**src/rtl/sai_rx_pkg.sv**
```systemverilog
// Package: shared widths, framing codes and helpers for the serial audio receiver.
// Assumes: 24-bit samples, 28-bit core words, 32-clock TDM slots.
package sai_rx_pkg;

    localparam int SAMPLE_W = 24;
    localparam int CORE_W   = 28;
    localparam int LANES    = 4;
    localparam int SLOT_W   = 32;
    localparam int TDM_CH   = 16;
    localparam int CH_W     = $clog2(TDM_CH);
    localparam int POS_W    = $clog2(TDM_CH * SLOT_W);

    // Pin roles in TDM: the low bank pin, the high bank / single-wire pin.
    localparam int PIN_TDM_LO = 3;
    localparam int PIN_TDM_HI = 2;

    typedef enum logic [2:0] {
        FMT_I2S   = 3'd0,
        FMT_LJ    = 3'd1,
        FMT_RJ24  = 3'd2,
        FMT_RJ20  = 3'd3,
        FMT_RJ18  = 3'd4,
        FMT_RJ16  = 3'd5,
        FMT_TDM8  = 3'd6,
        FMT_TDM16 = 3'd7
    } fmt_e;

    // Number of zero pad bits below a right-justified word of the given code.
    function automatic logic [4:0] rj_pad(input fmt_e f);
        case (f)
            FMT_RJ20: rj_pad = 5'd4;
            FMT_RJ18: rj_pad = 5'd6;
            FMT_RJ16: rj_pad = 5'd8;
            default:  rj_pad = 5'd0;
        endcase
    endfunction

    function automatic logic is_rj(input fmt_e f);
        is_rj = (f == FMT_RJ24) || (f == FMT_RJ20) || (f == FMT_RJ18) || (f == FMT_RJ16);
    endfunction

endpackage

```
**src/rtl/sai_rx_sync.sv**
```systemverilog
// Module: sai_rx_sync
// Brings bit clock, frame clock and data pins into the system clock domain
// through a common flop chain, and strobes once per rising bit-clock edge.
// Assumes: the bit clock high and low phases each last at least two system clocks,
// and data/frame are steady around the rising edge, so equal delays keep them aligned.
module sai_rx_sync #(
    parameter int LANES  = 4,
    parameter int STAGES = 2
) (
    input  logic             clk,
    input  logic             rst_n,
    input  logic             bclk_i,
    input  logic             frame_i,
    input  logic [LANES-1:0] data_i,
    output logic             bit_stb_o,
    output logic             frame_o,
    output logic [LANES-1:0] data_o
);
    localparam int VW = LANES + 2;

    logic [VW-1:0] pipe_q [STAGES];
    logic          bclk_d_q;

    // Shift all serial inputs through the synchronizer chain.
    always_ff @(posedge clk) begin
        if (!rst_n) begin
            for (int i = 0; i < STAGES; i++) pipe_q[i] <= '0;
            bclk_d_q <= 1'b0;
        end else begin
            pipe_q[0] <= {bclk_i, frame_i, data_i};
            for (int i = 1; i < STAGES; i++) pipe_q[i] <= pipe_q[i-1];
            bclk_d_q <= pipe_q[STAGES-1][VW-1];
        end
    end

    // Rising edge of the synchronized bit clock, with the aligned frame and data bits.
    always_comb begin
        bit_stb_o = pipe_q[STAGES-1][VW-1] & ~bclk_d_q;
        frame_o   = pipe_q[STAGES-1][VW-2];
        data_o    = pipe_q[STAGES-1][LANES-1:0];
    end

endmodule

```
**src/rtl/sai_rx_framer.sv**
```systemverilog
// Module: sai_rx_framer
// Tracks the frame clock and the bit position since the last frame boundary.
// Stereo framing: any level change is a boundary. TDM framing: only a rising level is.
// Assumes: the frame clock is sampled only on bit strobes; the position saturates.
module sai_rx_framer #(
    parameter int POS_W = 9
) (
    input  logic             clk,
    input  logic             rst_n,
    input  logic             stb_i,
    input  logic             frame_i,
    input  logic             tdm_i,
    output logic             edge_o,
    output logic [POS_W-1:0] pos_o,
    output logic             frame_prev_o,
    output logic             synced_o,
    output logic             was_synced_o
);
    localparam logic [POS_W-1:0] POS_MAX = '1;

    logic             has_frame_q;
    logic             frame_q;
    logic [POS_W-1:0] pos_q;
    logic             synced_q;

    // Boundary detection and position of the bit being taken now.
    always_comb begin
        if (tdm_i) edge_o = stb_i && has_frame_q && frame_i && !frame_q;
        else       edge_o = stb_i && has_frame_q && (frame_i != frame_q);
        if (edge_o)                pos_o = '0;
        else if (pos_q == POS_MAX) pos_o = POS_MAX;
        else                       pos_o = pos_q + 1'b1;
        synced_o     = synced_q | edge_o;
        was_synced_o = synced_q;
        frame_prev_o = frame_q;
    end

    // Register frame level, position and lock state on every bit strobe.
    always_ff @(posedge clk) begin
        if (!rst_n) begin
            has_frame_q <= 1'b0;
            frame_q     <= 1'b0;
            pos_q       <= POS_MAX;
            synced_q    <= 1'b0;
        end else if (stb_i) begin
            has_frame_q <= 1'b1;
            frame_q     <= frame_i;
            pos_q       <= pos_o;
            synced_q    <= synced_o;
        end
    end

endmodule

```
**src/rtl/sai_rx_lane.sv**
```systemverilog
// Module: sai_rx_lane
// One data pin: shifts bits in MSB first, decides when a word is complete for
// the selected framing, and emits a sign-extended sample with its channel number.
// Assumes: fmt is held steady outside reset; framer outputs are valid with stb_i.
module sai_rx_lane
    import sai_rx_pkg::*;
#(
    parameter int LANE     = 0,
    parameter int SAMPLE_W = 24,
    parameter int CORE_W   = 28,
    parameter int SLOT_W   = 32,
    parameter int TDM_CH   = 16,
    parameter int CH_W     = 4,
    parameter int POS_W    = 9
) (
    input  logic              clk,
    input  logic              rst_n,
    input  fmt_e              fmt_i,
    input  logic              stb_i,
    input  logic              d_i,
    input  logic              edge_i,
    input  logic [POS_W-1:0]  pos_i,
    input  logic              frame_i,
    input  logic              frame_prev_i,
    input  logic              synced_i,
    input  logic              was_synced_i,
    output logic              vld_o,
    output logic [CH_W-1:0]   chan_o,
    output logic [CORE_W-1:0] data_o
);
    localparam int  SLOT_LOG  = $clog2(SLOT_W);
    localparam int  SLOT_IW   = POS_W - SLOT_LOG;
    localparam int  EXT_W     = CORE_W - SAMPLE_W;
    localparam bit  IN_TDM8   = (LANE == PIN_TDM_LO) || (LANE == PIN_TDM_HI);
    localparam bit  IN_TDM16  = (LANE == PIN_TDM_HI);
    localparam int  TDM8_BASE = (LANE == PIN_TDM_HI) ? TDM_CH / 2 : 0;

    logic [SAMPLE_W-1:0] sh_q, sh_nxt, rj_word, word;
    logic [SLOT_IW-1:0]  slot;
    logic [SLOT_LOG-1:0] slot_bit;
    logic                fire;
    logic [CH_W-1:0]     chan;
    logic                vld_q;
    logic [CH_W-1:0]     chan_q;
    logic [CORE_W-1:0]   data_q;

    // Word completion and channel selection for the chosen framing.
    always_comb begin
        sh_nxt   = {sh_q[SAMPLE_W-2:0], d_i};
        rj_word  = sh_q << rj_pad(fmt_i);
        slot     = pos_i[POS_W-1:SLOT_LOG];
        slot_bit = pos_i[SLOT_LOG-1:0];
        fire     = 1'b0;
        word     = sh_nxt;
        chan     = CH_W'(2 * LANE) | CH_W'(frame_i);
        case (fmt_i)
            FMT_I2S: fire = synced_i && (pos_i == POS_W'(SAMPLE_W));
            FMT_LJ:  fire = synced_i && (pos_i == POS_W'(SAMPLE_W - 1));
            FMT_TDM8: begin
                fire = IN_TDM8 && synced_i && (slot_bit == SLOT_LOG'(SAMPLE_W - 1))
                       && (slot < SLOT_IW'(TDM_CH / 2));
                chan = CH_W'(TDM8_BASE) + CH_W'(slot);
            end
            FMT_TDM16: begin
                fire = IN_TDM16 && synced_i && (slot_bit == SLOT_LOG'(SAMPLE_W - 1));
                chan = CH_W'(slot);
            end
            default: begin
                fire = edge_i && was_synced_i;
                word = rj_word;
                chan = CH_W'(2 * LANE) | CH_W'(frame_prev_i);
            end
        endcase
    end

    // Shift register of received bits, advanced on every bit strobe.
    always_ff @(posedge clk) begin
        if (!rst_n)     sh_q <= '0;
        else if (stb_i) sh_q <= sh_nxt;
    end

    // Output register: one-cycle strobe with channel and sign-extended word.
    always_ff @(posedge clk) begin
        if (!rst_n) begin
            vld_q  <= 1'b0;
            chan_q <= '0;
            data_q <= '0;
        end else begin
            vld_q <= stb_i && fire;
            if (stb_i && fire) begin
                chan_q <= chan;
                data_q <= {{EXT_W{word[SAMPLE_W-1]}}, word};
            end
        end
    end

    assign vld_o  = vld_q;
    assign chan_o = chan_q;
    assign data_o = data_q;

    // a sample only ever follows a sampled rising bit-clock edge.
    assert_after_bit_R1: assert property (@(posedge clk) disable iff (!rst_n)
        vld_q |-> $past(stb_i));

    // right-justified words come out only at a frame-clock transition.
    assert_rj_at_edge_R5: assert property (@(posedge clk) disable iff (!rst_n)
        (vld_q && is_rj($past(fmt_i))) |-> $past(edge_i));

    // in two-channel framings, a pin only reports its own channel pair.
    assert_pair_of_pin_R6: assert property (@(posedge clk) disable iff (!rst_n)
        (vld_q && ($past(fmt_i) != FMT_TDM8) && ($past(fmt_i) != FMT_TDM16))
        |-> (chan_q[CH_W-1:1] == (CH_W-1)'(LANE)));

    // in two-wire TDM, each pin reports only its own bank of eight.
    assert_tdm8_bank_R7: assert property (@(posedge clk) disable iff (!rst_n)
        (vld_q && ($past(fmt_i) == FMT_TDM8)) |-> (chan_q[CH_W-1] == (TDM8_BASE != 0)));

    // pins without a TDM stream stay silent in TDM framings.
    assert_tdm_quiet_R8: assert property (@(posedge clk) disable iff (!rst_n)
        ((($past(fmt_i) == FMT_TDM8) && !IN_TDM8) || (($past(fmt_i) == FMT_TDM16) && !IN_TDM16))
        |-> !vld_q);

endmodule

```
**src/rtl/sai_rx_top.sv**
```systemverilog
// Module: sai_rx_top
// Slave serial audio receiver: four data pins, external bit and frame clocks,
// eight framings chosen by fmt_sel, one output lane per pin.
// Assumes: fmt_sel changes only under reset; bit clock well below clk/4.
module sai_rx_top
    import sai_rx_pkg::*;
#(
    parameter int N_LANES = LANES,
    parameter int SMP_W   = SAMPLE_W,
    parameter int WORD_W  = CORE_W,
    parameter int SYNC_N  = 2
) (
    input  logic                     clk,
    input  logic                     rst_n,
    input  logic                     bit_clk,
    input  logic                     frame_clk,
    input  logic [N_LANES-1:0]       sdin,
    input  logic [2:0]               fmt_sel,
    output logic [N_LANES-1:0]       smp_valid,
    output logic [N_LANES*CH_W-1:0]  smp_chan,
    output logic [N_LANES*WORD_W-1:0] smp_data
);
    fmt_e               fmt;
    logic               tdm;
    logic               stb, frame_s, edge_s, frame_prev, synced, was_synced;
    logic [N_LANES-1:0] data_s;
    logic [POS_W-1:0]   pos;

    // Decode the framing code.
    always_comb begin
        fmt = fmt_e'(fmt_sel);
        tdm = (fmt == FMT_TDM8) || (fmt == FMT_TDM16);
    end

    sai_rx_sync #(
        .LANES (N_LANES),
        .STAGES(SYNC_N)
    ) u_sync (
        .clk      (clk),
        .rst_n    (rst_n),
        .bclk_i   (bit_clk),
        .frame_i  (frame_clk),
        .data_i   (sdin),
        .bit_stb_o(stb),
        .frame_o  (frame_s),
        .data_o   (data_s)
    );

    sai_rx_framer #(
        .POS_W(POS_W)
    ) u_framer (
        .clk         (clk),
        .rst_n       (rst_n),
        .stb_i       (stb),
        .frame_i     (frame_s),
        .tdm_i       (tdm),
        .edge_o      (edge_s),
        .pos_o       (pos),
        .frame_prev_o(frame_prev),
        .synced_o    (synced),
        .was_synced_o(was_synced)
    );

    for (genvar k = 0; k < N_LANES; k++) begin : g_lane
        sai_rx_lane #(
            .LANE    (k),
            .SAMPLE_W(SMP_W),
            .CORE_W  (WORD_W),
            .SLOT_W  (SLOT_W),
            .TDM_CH  (TDM_CH),
            .CH_W    (CH_W),
            .POS_W   (POS_W)
        ) u_lane (
            .clk         (clk),
            .rst_n       (rst_n),
            .fmt_i       (fmt),
            .stb_i       (stb),
            .d_i         (data_s[k]),
            .edge_i      (edge_s),
            .pos_i       (pos),
            .frame_i     (frame_s),
            .frame_prev_i(frame_prev),
            .synced_i    (synced),
            .was_synced_i(was_synced),
            .vld_o       (smp_valid[k]),
            .chan_o      (smp_chan[k*CH_W +: CH_W]),
            .data_o      (smp_data[k*WORD_W +: WORD_W])
        );
    end

    // nothing is reported before the first frame boundary is seen.
    assert_no_early_sample_R11: assert property (@(posedge clk) disable iff (!rst_n)
        (!$past(synced)) |-> (smp_valid == '0));

endmodule

```
**config.mk**
```make
export PLATFORM = sky130hd
export DESIGN_NAME = sai_rx_top
export DESIGN_NICKNAME = d
export VERILOG_FILES = /design/src/rtl/sai_rx_pkg.sv /design/src/rtl/sai_rx_sync.sv /design/src/rtl/sai_rx_framer.sv /design/src/rtl/sai_rx_lane.sv /design/src/rtl/sai_rx_top.sv
export SDC_FILE = /design/constraint.sdc
export NUM_CORES = 1
export LEC_CHECK = 0
export BUFFER_PORTS_ARGS = -buffer_cell sky130_fd_sc_hd__buf_4
export CAP_MARGIN = 10
export CORE_UTILIZATION = 30
export CTS_BUF_LIST = sky130_fd_sc_hd__clkbuf_16
export CTS_CLUSTER_DIAMETER = 100
export DETAILED_ROUTE_END_ITERATION = 10
export GPL_TIMING_DRIVEN = 0
export SLEW_MARGIN = 20
export SYNTH_ARGS = -nofsm -noshare
export SYNTH_HDL_FRONTEND = slang
export SYNTH_SLANG_ARGS = --single-unit
export TNS_END_PERCENT = 100
```
**constraint.sdc**
```tcl
create_clock -name clk -period 2.54 [get_ports clk]
set_input_delay 0.254 -clock clk [delete_from_list [all_inputs] [get_ports clk]]
set_output_delay 0.254 -clock clk [all_outputs]
set_load 0.005 [all_outputs]
```
==> summary.md <==
| Metric | Value |
|---|---|
| CP endpoint kind | flop |
| Pwr/cell area | 558.3 nW/um^2 |
| Placed instance area | 13,100 um^2 |
| DRT Pass-1 Iters | 5 |
| Launch point of the worst hold path | fmt_sel[1] |
| Final core occ | between 40% and 50% |
| Core area | 37,490 um^2 |
| Crit Reg-Reg Startpoint | u_framer.pos_q[0]$_SDFFE_PN1N_ |
| Post-synth EDFFs | 0 |
| First-pass GRT wire length | 68,030 um |
| Synth area leader | dfxtp_1 |
| Main synth FF type | dfxtp_1 |
| H-tree depth | 1 |
| CTS tree | done |
| Ys Warns | 0 |
| Fin crit share | 103.0% |
| Final Max Slew Viols | 0 |
| Die height | 196.9 um |
| Slew @ Worst Pin | 1.025 ns |
| Failing checks | negative setup slack |
| Initial DRC count | 1,172 |
| Average cell area after synthesis | 7.739 um^2 |
| Arr. time, crit path | 3.09 ns |
| Slew HR | about a third |
| Initial antenna violation count | 0 |
| CTS max path bufs | 3 |
| Total gr overflow | 0 |
| Mapped Cells | 1,473 |
| CTS Sinks | 233 |
| Number of top-level pins | roughly 140 |
| Total track usage | 22.82% |
| # DRC | 0 |
| Synth Net Count | 1,485 |
| Top post-synthesis cells by area | dfxtp_1 41%, nand2_1 9.8%, a21oi_1 8.1%, mux2i_1 4.2%, a211oi_1 3.8% |
| RSZ-0062 raised after global routing | yes |
| Post-layout power | 8.430 mW |
| Wirelength per Cell | 21.01 um |
| Sequential fraction of the synthesis area | 40.92% |
| Largest net degree at the start of global routing | 14 |
| Clock skew | 0.01698 ns |
| Required @ worst endpoint | 3.02 ns |
| Via density | 5.460 |
| Final Hold Violating Endpoints | 0 |
| Syn Std Cell Area | 11,400 um^2 |
| Worst hold slack | ~0.35 ns |
| Fmax | around 380 MHz |
| Final WL | 46,380 um |
| R2R cell count | 11 |
| Share of cells above drive strength 1 | 21.05% |
| Leak | 5.380 nW |
| Crit-path max FO | 8 |
| Vias in the first global route | 11,300 |
| Starting Density | 30.41% |
| Diode count | 0 |
| Die ar. | 38,780 um^2 |
| Yosys reg bits | 233 |
| Hold Path Depth | 4 |
| Crit path time final | 2.615 ns |
| Worst vdd rail ir drop | 0.0005250 V |
| Final setup fails | 55 |
| Ys async rst share | 0% |
| Commonest non-fill, non-tap cell in the layout | nand2_1 |
| FP Rows | 71 |
| Hold Path Class | input pin to flop |
| Post-route design area | 15,100 um^2 |
| Antenna Nets Post-Route | 0 |
| Outcome | complete, but fails checks |
| Via count | approximately 12,000 |
| Worst slack, placed | -0.9729 ns |
| Cell variety after synth | 55 |
| Clk slew on worst S/H paths | approximately 0.06 ns |
| Reg-to-Reg End | g_lane[3].u_lane.data_o[22]$_SDFFE_PN0P_ |
| GPL Wtd Cong | 0.9649 |
| Clock latency at the later pin of the worst-skew pair | 0.56 ns |
| Final #Nets | 1,687 |
| Area growth syn-to-layout | 32.44% |
| Most frequent cells in the layout | 299 x nand2_1, 231 x dfxtp_1, 184 x a21oi_1, 180 x buf_4, 92 x nor2_1 |
| Max-cap viol count | 0 |
| Setup crit start kind | flop |
| Worst Hold End | g_lane[2].u_lane.chan_o[1]$_SDFFE_PN0P_ |
| Detailed placement HPWL | 32,820 um |
| Die X | 196.9 um |
| Crit Path Class | flop to flop |
| Port bufs | 141 |
| Worst setup margin | -0.07547 ns |
| Total CTS buffers | 28 |
| Top cell type's share of synthesized area | 40.92% |
| Clk root buf | clkbuf_16 |
| Reg2Reg Setup Slack | -0.08 ns |
## final cells by class
class                      instances  area (um^2)
buffer                           164        983.4
clock buffer                      29        725.7
clock inverter                    22        186.4
fill                            3848        22390
inverter                           6        22.52
multi-input combinational       1067         6350
sequential                       233         4672
tap                              511        639.4
timing repair buffer             175         1519
## cell usage after synthesis, types with 4 or more instances
cell type,number
o41ai_2,4
a21o_1,6
nor2_1,103
a211oi_1,58
mux2i_1,48
a211oi_2,8
o211ai_1,6
nand3_1,29
o21ai_0,79
dfxtp_1,233
o31ai_1,8
buf_1,19
o22ai_1,18
mux2_2,9
nand4_1,9
buf_4,32
inv_1,6
a31oi_1,5
a311oi_1,8
nor3_1,32
nand2b_1,6
nor2b_1,34
buf_2,15
a21oi_1,185
and3_1,5
and2_1,21
nand2_1,299
a221oi_1,42
clkbuf_1,96
a22oi_1,9
## worst max-delay path, cell delays in order, from the launching register on
cell and delay, ns:
dfxtp_4 0.35, ha_4 0.17, and3_4 0.21, xnor2_2 0.15
a211o_1 0.27, a2111o_1 0.43, o21a_1 0.22, buf_6 0.16
nand2b_4 0.08, buf_12 0.15, buf_12 0.15, mux2i_1 0.18
## metal layers
layer | part of all wire [%] | GRT usage [%] | vias to the layer above
li1 | - | - | 5587
met1 | 45 | 31.84 | 5822
met2 | 45 | 35.45 | 554
met3 | 7.1 | 3.405 | 87
met4 | 3.4 | 8.355 | 0
met5 | 0 | 0 | -
## worst max path at each step
stage,start,endpoint,slack [ns],cells past startpoint
floorplan,u_framer.pos_q[0]$_SDFFE_PN1N_,g_lane[3].u_lane.data_o[22]$_SDFFE_PN0P_,0.0008,10
global placement,fmt_sel[1],g_lane[0].u_lane.data_o[17]$_SDFFE_PN0P_,-0.97,9
detailed placement,fmt_sel[1],g_lane[0].u_lane.data_o[22]$_SDFFE_PN0P_,-0.97,9
CTS,u_framer.pos_q[1]$_SDFFE_PN1N_,g_lane[3].u_lane.data_o[22]$_SDFFE_PN0P_,-0.12,10
global route,fmt_sel[1],g_lane[3].u_lane.data_o[22]$_SDFFE_PN0P_,-0.18,11
finish,u_framer.pos_q[0]$_SDFFE_PN1N_,g_lane[3].u_lane.data_o[22]$_SDFFE_PN0P_,-0.08,11
## logic make-up after synthesis
logic type,after synthesis,synth area share (%)
buf+inv,173,7.310
compound gates,455,25.24
flops,233,40.92
xor+xnor,4,0.3074
fa+ha+maj,1,0.1097
simple gates,550,21.01
mux,57,5.104
## flip-flops by register name (all words and copies together), names as in the netlist
register,flops
u_sync.pipe_q,12
u_framer.pos_q,9
u_framer.has_frame_q,1
g_lane.u_lane.data_o,96
u_framer.was_synced_o,1
u_framer.frame_prev_o,1
g_lane.u_lane.vld_o,3
g_lane.u_lane.sh_q,96
g_lane.u_lane.chan_o,13
u_sync.bclk_d_q,1
## stage by stage
stage          setup TNS (ns)  instances
6_report               -1.812       2207
5_1_grt                -10.08       2207
4_1_cts                -4.694       2195
3_5_place_dp           -73.77       2125
3_3_place_gp           -71.52       2125
2_1_floorplan               0       1473
## what timing repair did
action                                  in CTS  in global routing
endpoints found under the hold margin        6                  0
endpoints found under the setup margin     112                111
hold buffers                                 6                  0
gates resized for setup                     75                 84
pin swaps                                   31                 19
buffers inserted                            14                  6
cloned                                       2                  6
## report_power, final
| part | internal (mW) | total [mW] | switching [mW] |
|---|---|---|---|
| clock network | 2.36 | 4.04 | 1.67 |
| registers | 3.67 | 3.69 | 0.0159 |
| logic | 0.181 | 0.706 | 0.524 |
| total | 6.22 | 8.43 | 2.21 |
Note: power is estimated with default switching activity, not from simulation.
